<file path="src/rtl/clk_div_bank.sv">
module clk_div_bank #(
  parameter int N8    = 4,
  parameter int N16   = 2,
  parameter int NFR   = 2,
  parameter int NCONS = 4,
  parameter int IW    = 3,
  parameter int CW    = (NCONS > 1) ? $clog2(NCONS) : 1
) (
  input  logic             clk,
  input  logic             rst_n,
  input  logic             cfg_we,
  input  logic [1:0]       cfg_type,
  input  logic [IW-1:0]    cfg_idx,
  input  logic [23:0]      cfg_int,
  input  logic [4:0]       cfg_frac,
  input  logic             cmd_valid,
  input  logic             cmd_en,
  input  logic [1:0]       cmd_type,
  input  logic [IW-1:0]    cmd_idx,
  input  logic             sel_we,
  input  logic [CW-1:0]    sel_cons,
  input  logic [1:0]       sel_type,
  input  logic [IW-1:0]    sel_idx,
  output logic [N8-1:0]    tick_8,
  output logic [N16-1:0]   tick_16,
  output logic [NFR-1:0]   tick_fr,
  output logic [NCONS-1:0] cons_tick
);
  localparam int NI = 1 << IW;

  for (genvar i = 0; i < N8; i++) begin : g8
    logic [7:0] div, cnt;
    logic en, t;
    wire hit = cmd_valid && cmd_type == 2'd0 && cmd_idx == IW'(i);
    wire wr  = cfg_we && cfg_type == 2'd0 && cfg_idx == IW'(i);
    wire end_p = cnt == div;
    always_ff @(posedge clk or negedge rst_n)
      if (!rst_n) begin
        div <= '0; cnt <= '0; en <= 1'b0; t <= 1'b0;
      end else begin
        if (wr) div <= cfg_int[7:0];
        if (hit) begin
          en <= cmd_en; cnt <= '0; t <= 1'b0;
        end else if (en) begin
          t   <= end_p;
          cnt <= end_p ? 8'd0 : cnt + 8'd1;
        end else t <= 1'b0;
      end
    assign tick_8[i] = t;
  end

  for (genvar i = 0; i < N16; i++) begin : g16
    logic [15:0] div, cnt;
    logic en, t;
    wire hit = cmd_valid && cmd_type == 2'd1 && cmd_idx == IW'(i);
    wire wr  = cfg_we && cfg_type == 2'd1 && cfg_idx == IW'(i);
    wire end_p = cnt == div;
    always_ff @(posedge clk or negedge rst_n)
      if (!rst_n) begin
        div <= '0; cnt <= '0; en <= 1'b0; t <= 1'b0;
      end else begin
        if (wr) div <= cfg_int[15:0];
        if (hit) begin
          en <= cmd_en; cnt <= '0; t <= 1'b0;
        end else if (en) begin
          t   <= end_p;
          cnt <= end_p ? 16'd0 : cnt + 16'd1;
        end else t <= 1'b0;
      end
    assign tick_16[i] = t;
  end

  for (genvar i = 0; i < NFR; i++) begin : gfr
    logic [23:0] div;
    logic [24:0] cnt;
    logic [4:0]  fr, acc;
    logic en, t;
    wire hit = cmd_valid && cmd_type == 2'd2 && cmd_idx == IW'(i);
    wire wr  = cfg_we && cfg_type == 2'd2 && cfg_idx == IW'(i);
    wire [5:0]  sum = {1'b0, acc} + {1'b0, fr};
    wire [24:0] lim = {1'b0, div} + {24'd0, sum[5]};
    wire end_p = cnt == lim;
    always_ff @(posedge clk or negedge rst_n)
      if (!rst_n) begin
        div <= '0; fr <= '0; cnt <= '0; acc <= '0; en <= 1'b0; t <= 1'b0;
      end else begin
        if (wr) begin
          div <= cfg_int; fr <= cfg_frac;
        end
        if (hit) begin
          en <= cmd_en; cnt <= '0; acc <= '0; t <= 1'b0;
        end else if (en) begin
          t <= end_p;
          if (end_p) begin
            cnt <= '0; acc <= sum[4:0];
          end else cnt <= cnt + 25'd1;
        end else t <= 1'b0;
      end
    assign tick_fr[i] = t;
  end

  wire [NI-1:0] p8  = NI'(tick_8);
  wire [NI-1:0] p16 = NI'(tick_16);
  wire [NI-1:0] pfr = NI'(tick_fr);

  for (genvar c = 0; c < NCONS; c++) begin : gc
    logic [1:0]    st;
    logic [IW-1:0] si;
    wire ok_t = (sel_type == 2'd0 && NI'(sel_idx) < NI'(N8))  ||
                (sel_type == 2'd1 && NI'(sel_idx) < NI'(N16)) ||
                (sel_type == 2'd2 && NI'(sel_idx) < NI'(NFR));
    always_ff @(posedge clk or negedge rst_n)
      if (!rst_n) begin
        st <= 2'd0; si <= '0;
      end else if (sel_we && sel_cons == CW'(c) && ok_t) begin
        st <= sel_type; si <= sel_idx;
      end
    always_comb
      case (st)
        2'd0:    cons_tick[c] = p8[si];
        2'd1:    cons_tick[c] = p16[si];
        2'd2:    cons_tick[c] = pfr[si];
        default: cons_tick[c] = 1'b0;
      endcase
  end
endmodule

</file>
<file path="config.mk">
export PLATFORM = sky130hd
export DESIGN_NAME = clk_div_bank
export DESIGN_NICKNAME = d
export VERILOG_FILES = /design/src/rtl/clk_div_bank.sv
export SDC_FILE = /design/constraint.sdc
export NUM_CORES = 1
export LEC_CHECK = 0
export ABC_AREA = 1
export BUFFER_PORTS_ARGS = -buffer_cell sky130_fd_sc_hd__buf_4
export CAP_MARGIN = 20
export CORE_ASPECT_RATIO = 0.75
export CORE_MARGIN = 2
export CORE_UTILIZATION = 60
export DETAILED_ROUTE_END_ITERATION = 10
export PLACE_DENSITY = 0.78
export SETUP_SLACK_MARGIN = 0.4
export SKIP_CTS_REPAIR_TIMING = 1
export SYNTH_ARGS = -nofsm -noshare
export SYNTH_HDL_FRONTEND = slang
export SYNTH_SLANG_ARGS = --single-unit
</file>
<file path="constraint.sdc">
create_clock -name clk -period 5.6 [get_ports clk]
set_input_delay 0.84 -clock clk [delete_from_list [all_inputs] [get_ports clk]]
set_output_delay 0.84 -clock clk [all_outputs]
set_load 0.005 [all_outputs]
</file>
==> run_results.csv <==
group,metric,value,unit
outcome,status,"completed",
die,die_w,193,um
yosys,syn_area_per_cell,7.61,sq um
placement,io_buffer_count,63,
power_and_ir_drop,p_int,4.40,mW
power_and_ir_drop,p_comb_frac,0.268,
detailed_routing,ant_nets,0,
yosys,ys_ff_latch,282,
yosys,synth_largest_area_cell,"dfrtp_1",
critical_path,critPathKind,"register to register",
finish,antennaDiodeCount,0,
finish,drive_gt1_frac,0.0822,
clocking,cts_max_path_buffers,3,
clocking,cts_tree,"yes",
clocking,clk_pin_slew_worst_paths,70,ps
critical_path,cpMostUsedCell,"nor2_1",
sta,rsz0062_at_grt,"false",
global_route,grt.total_usage,0.289,
run,maxCapViolations,0,
detailed_routing,first_iter_violations,1296,
critical_path,required,6030,ps
yosys,ys_seq_area_frac,0.440,
critical_path,cp-end-kind,"register",
die,placementRows,51,
global_route,grt_overflow_total,0,
sta,worst_slew_pin_slew,931,ps
critical_path,worst_path_max_delay_cell,"dfrtp_1",
global_route,antenna_found_initial,1,
yosys,synth_cell_type_count,48,
placement,placed_cell_area,16800,sq um
clocking,numClockSinks,282,
critical_path,cpLargestDelayFamily,"simple AND/OR/NAND/NOR gates",
detailed_routing,drc,0,
global_route,grt_pass1_vias,13000,
global_route,grt_pass1_wl,65500,um
power_and_ir_drop,powerDensity,384,nW/um^2
power_and_ir_drop,total_power,6.80,mW
yosys,synth_edf_count,0,
critical_path,worstPathArrival,4000,ps
critical_path,crit_path_max_fanout,21,
power_and_ir_drop,leakagePower,8.45,nW
critical_path,cp_slowest_stage_delay,390,ps
critical_path,path_buf_inv,2,
global_route,grt_max_degree,118,
die,die_y,146,um
detailed_routing,dr.pass1.iters,5,
yosys,syn_inst,2107,
power_and_ir_drop,peakVddDrop,0.357,mV
detailed_routing,wl_per_cell,15.6,um
detailed_routing,vias_per_cell,5.51,
critical_path,r2r_slack,2020,ps
finish,nNetsFinal,2233,
sta,setup_violations,0,
sta,fin_setup_tns,0,ps
finish,final_core_util,0.679,
finish,syn2layout_area_growth,10.4,%
clocking,cts_root_buf,"clkbuf_16",
detailed_routing,routed_wl,39400,um
yosys,synth_ff_type,"dfrtp_1",
power_and_ir_drop,p_switching,2.40,mW
finish,fillers,2130,
power_and_ir_drop,p_sw_frac,0.352,
die,ioPinCount,64,
detailed_routing,via_count,13900,
die,start_util,0.615,
die,core,26100,sq um
die,die_area,28100,sq um
clocking,h-tree-depth,1,
finish,multiInputGateArea,7740,sq um
yosys,synth_nets,2183,
clocking,clock_latency,550,ps
clocking,cts_made_buffers,27,
sta,finalMaxSlewViolations,0,
sta,hold_viol_final,0,
placement,place_congestion,0.965,
placement,place_hpwl,28500,um
critical_path,path_cells,"ha_1 -> a21oi_1 -> inv_1 -> a31oi_1 -> nor2_1 -> nor2_1 -> o21bai_1 -> ha_1 -> ha_1 -> nand3_1 -> nor2_1 -> nand2_1 -> inv_1 -> nand2_1 -> nand3_1 -> nor2_1 -> nand3_1 -> nor2_2 -> nand3_4 -> nand2_4 -> nor2_1",
yosys,ys_top_cells_by_area,"dfrtp_1, nand2_1, o21ai_0",
finish,fin_area,17700,sq um
sta,relSlewSlack,0.378,
critical_path,cp-start-kind,"register",
min_path,hold_class,"input pin to asynchronous set/reset pin",
finish,seq_area,7060,sq um
sta,finalCritPeriodShare,0.638,
sta,max_freq,0.280,GHz
yosys,netlist_area,16000,sq um
yosys,async_flop_share,1.00,
power_and_ir_drop,p_clk_frac,0.287,
yosys,synth_top_area_share,0.440,
sta,clock_skew,8.64,ps
power_and_ir_drop,seqPwrFrac,0.445,
yosys,yosys_warnings,0,
sta,period_needed,3580,ps
-- state kept, by name (all words and copies together) (netlist names), 4 cells and up --
signal,flops
gfr.cnt,50
gfr.div,48
g16.cnt,32
g16.div,32
g8.cnt,32
g8.div,32
gc.si,12
gfr.acc,10
gfr.fr,10
gc.st,8
g8.en,4
g8.t,4
-- through the flow --
stage                     hold WS, ps  instances  worst slack [ps]
after detailed placement          459       2472              2060
after floorplan                   431       2107              2560
final                             364       2521              2020
after global placement            456       2472              2150
after CTS                         392       2521              2040
after global routing              420       2521              1650
-- kinds of logic (layout without fill, tap and decap cells) --
| kind of cell | Yosys count | count (layout) | synth area share |
|---|---|---|---|
| and+or+nand+nor | 1037 | 1037 | 0.280 |
| buffers and inverters | 316 | 386 | 0.0778 |
| adders and majority gates | 24 | 24 | 0.0197 |
| AOI/OAI and AO/OA | 301 | 301 | 0.102 |
| xor gates and xnor gates | 147 | 147 | 0.0811 |
| DFF | 282 | 282 | 0.440 |
-- metal layers --
metal	track usage	part of all wire
met1	0.440	0.48
met5	0	0
met2	0.443	0.44
met4	0.0519	0.017
met3	0.0427	0.062
-- area by class of cell --
| cell class | instances | area share |
|---|---|---|
| Multi-Input combinational cell | 1509 | 0.437 |
| Sequential cell | 282 | 0.399 |
| Inverter | 270 | 0.0572 |
| Clock buffer | 33 | 0.0423 |
| Timing Repair Buffer | 67 | 0.0295 |
| Tap cell | 344 | 0.0243 |
| Clock inverter | 16 | 0.0112 |
-- power groups by stage --
stage	clock [mW]	combinational [mW]	sequential, mW
finish	1.95	1.82	3.03
global route	2.07	2.10	3.09
floorplan	0	1.43	2.86
global placement	0	1.72	3.02
detailed placement	0	1.80	3.04
CTS	1.98	1.82	3.01
-- worst paths after layout --
path / depth (start not counted) / from / endpoint
setup / recovery: 21 / gfr[1].fr[2] / gfr[1].cnt[21]
hold / removal: 1 / rst_n / gc[3].si[2]
setup reg to reg: 21 / gfr[1].fr[2] / gfr[1].cnt[21]
hold reg to reg: 2 / gc[1].si[2] / gc[1].si[2]
max in group asynchronous: 2 / rst_n / g16[1].div[4]
min in group clk: 2 / gc[1].si[2] / gc[1].si[2]
-- synth_stat cells (4+ instances only) --
library cell and instances:
nand2_1 555, dfrtp_1 282, inv_1 267, o21ai_0 213
nor2_1 198, nand3_1 121, xnor2_1 79, xor2_1 67
nor3_1 40, nand4_1 36, nor2_2 36, a21oi_1 32
clkbuf_1 32, ha_1 22, o22ai_1 20, nor4_1 12
nand3b_1 11, buf_4 8, o21bai_1 7, nand2_2 6
or2_2 6, a22o_1 5, nor2_4 5, buf_6 4
o211ai_1 4
-- layout by cell type (no fill, tap or decap), types with 5 or more instances in the layout --
| cell | Yosys | layout |
|---|---|---|
| nand2_1 | 555 | 555 |
| dfrtp_1 | 282 | 282 |
| inv_1 | 267 | 267 |
| o21ai_0 | 213 | 213 |
| nor2_1 | 198 | 198 |
| nand3_1 | 121 | 121 |
| xnor2_1 | 79 | 79 |
| xor2_1 | 67 | 67 |
| buf_4 | 8 | 65 |
| nor3_1 | 40 | 40 |
| nor2_2 | 36 | 36 |
| nand4_1 | 36 | 36 |
| a21oi_1 | 32 | 32 |
| clkbuf_16 | 0 | 27 |
| ha_1 | 22 | 22 |
| o22ai_1 | 20 | 20 |
| nor4_1 | 12 | 12 |
| nand3b_1 | 11 | 11 |
| o21bai_1 | 7 | 7 |
| nand2_2 | 6 | 6 |
| or2_2 | 6 | 6 |
| clkinvlp_4 | 0 | 6 |
| a22o_1 | 5 | 5 |
| nor2_4 | 5 | 5 |
| clkinv_2 | 0 | 5 |
| clkbuf_8 | 0 | 5 |
Power figures use the tool's default switching activity.
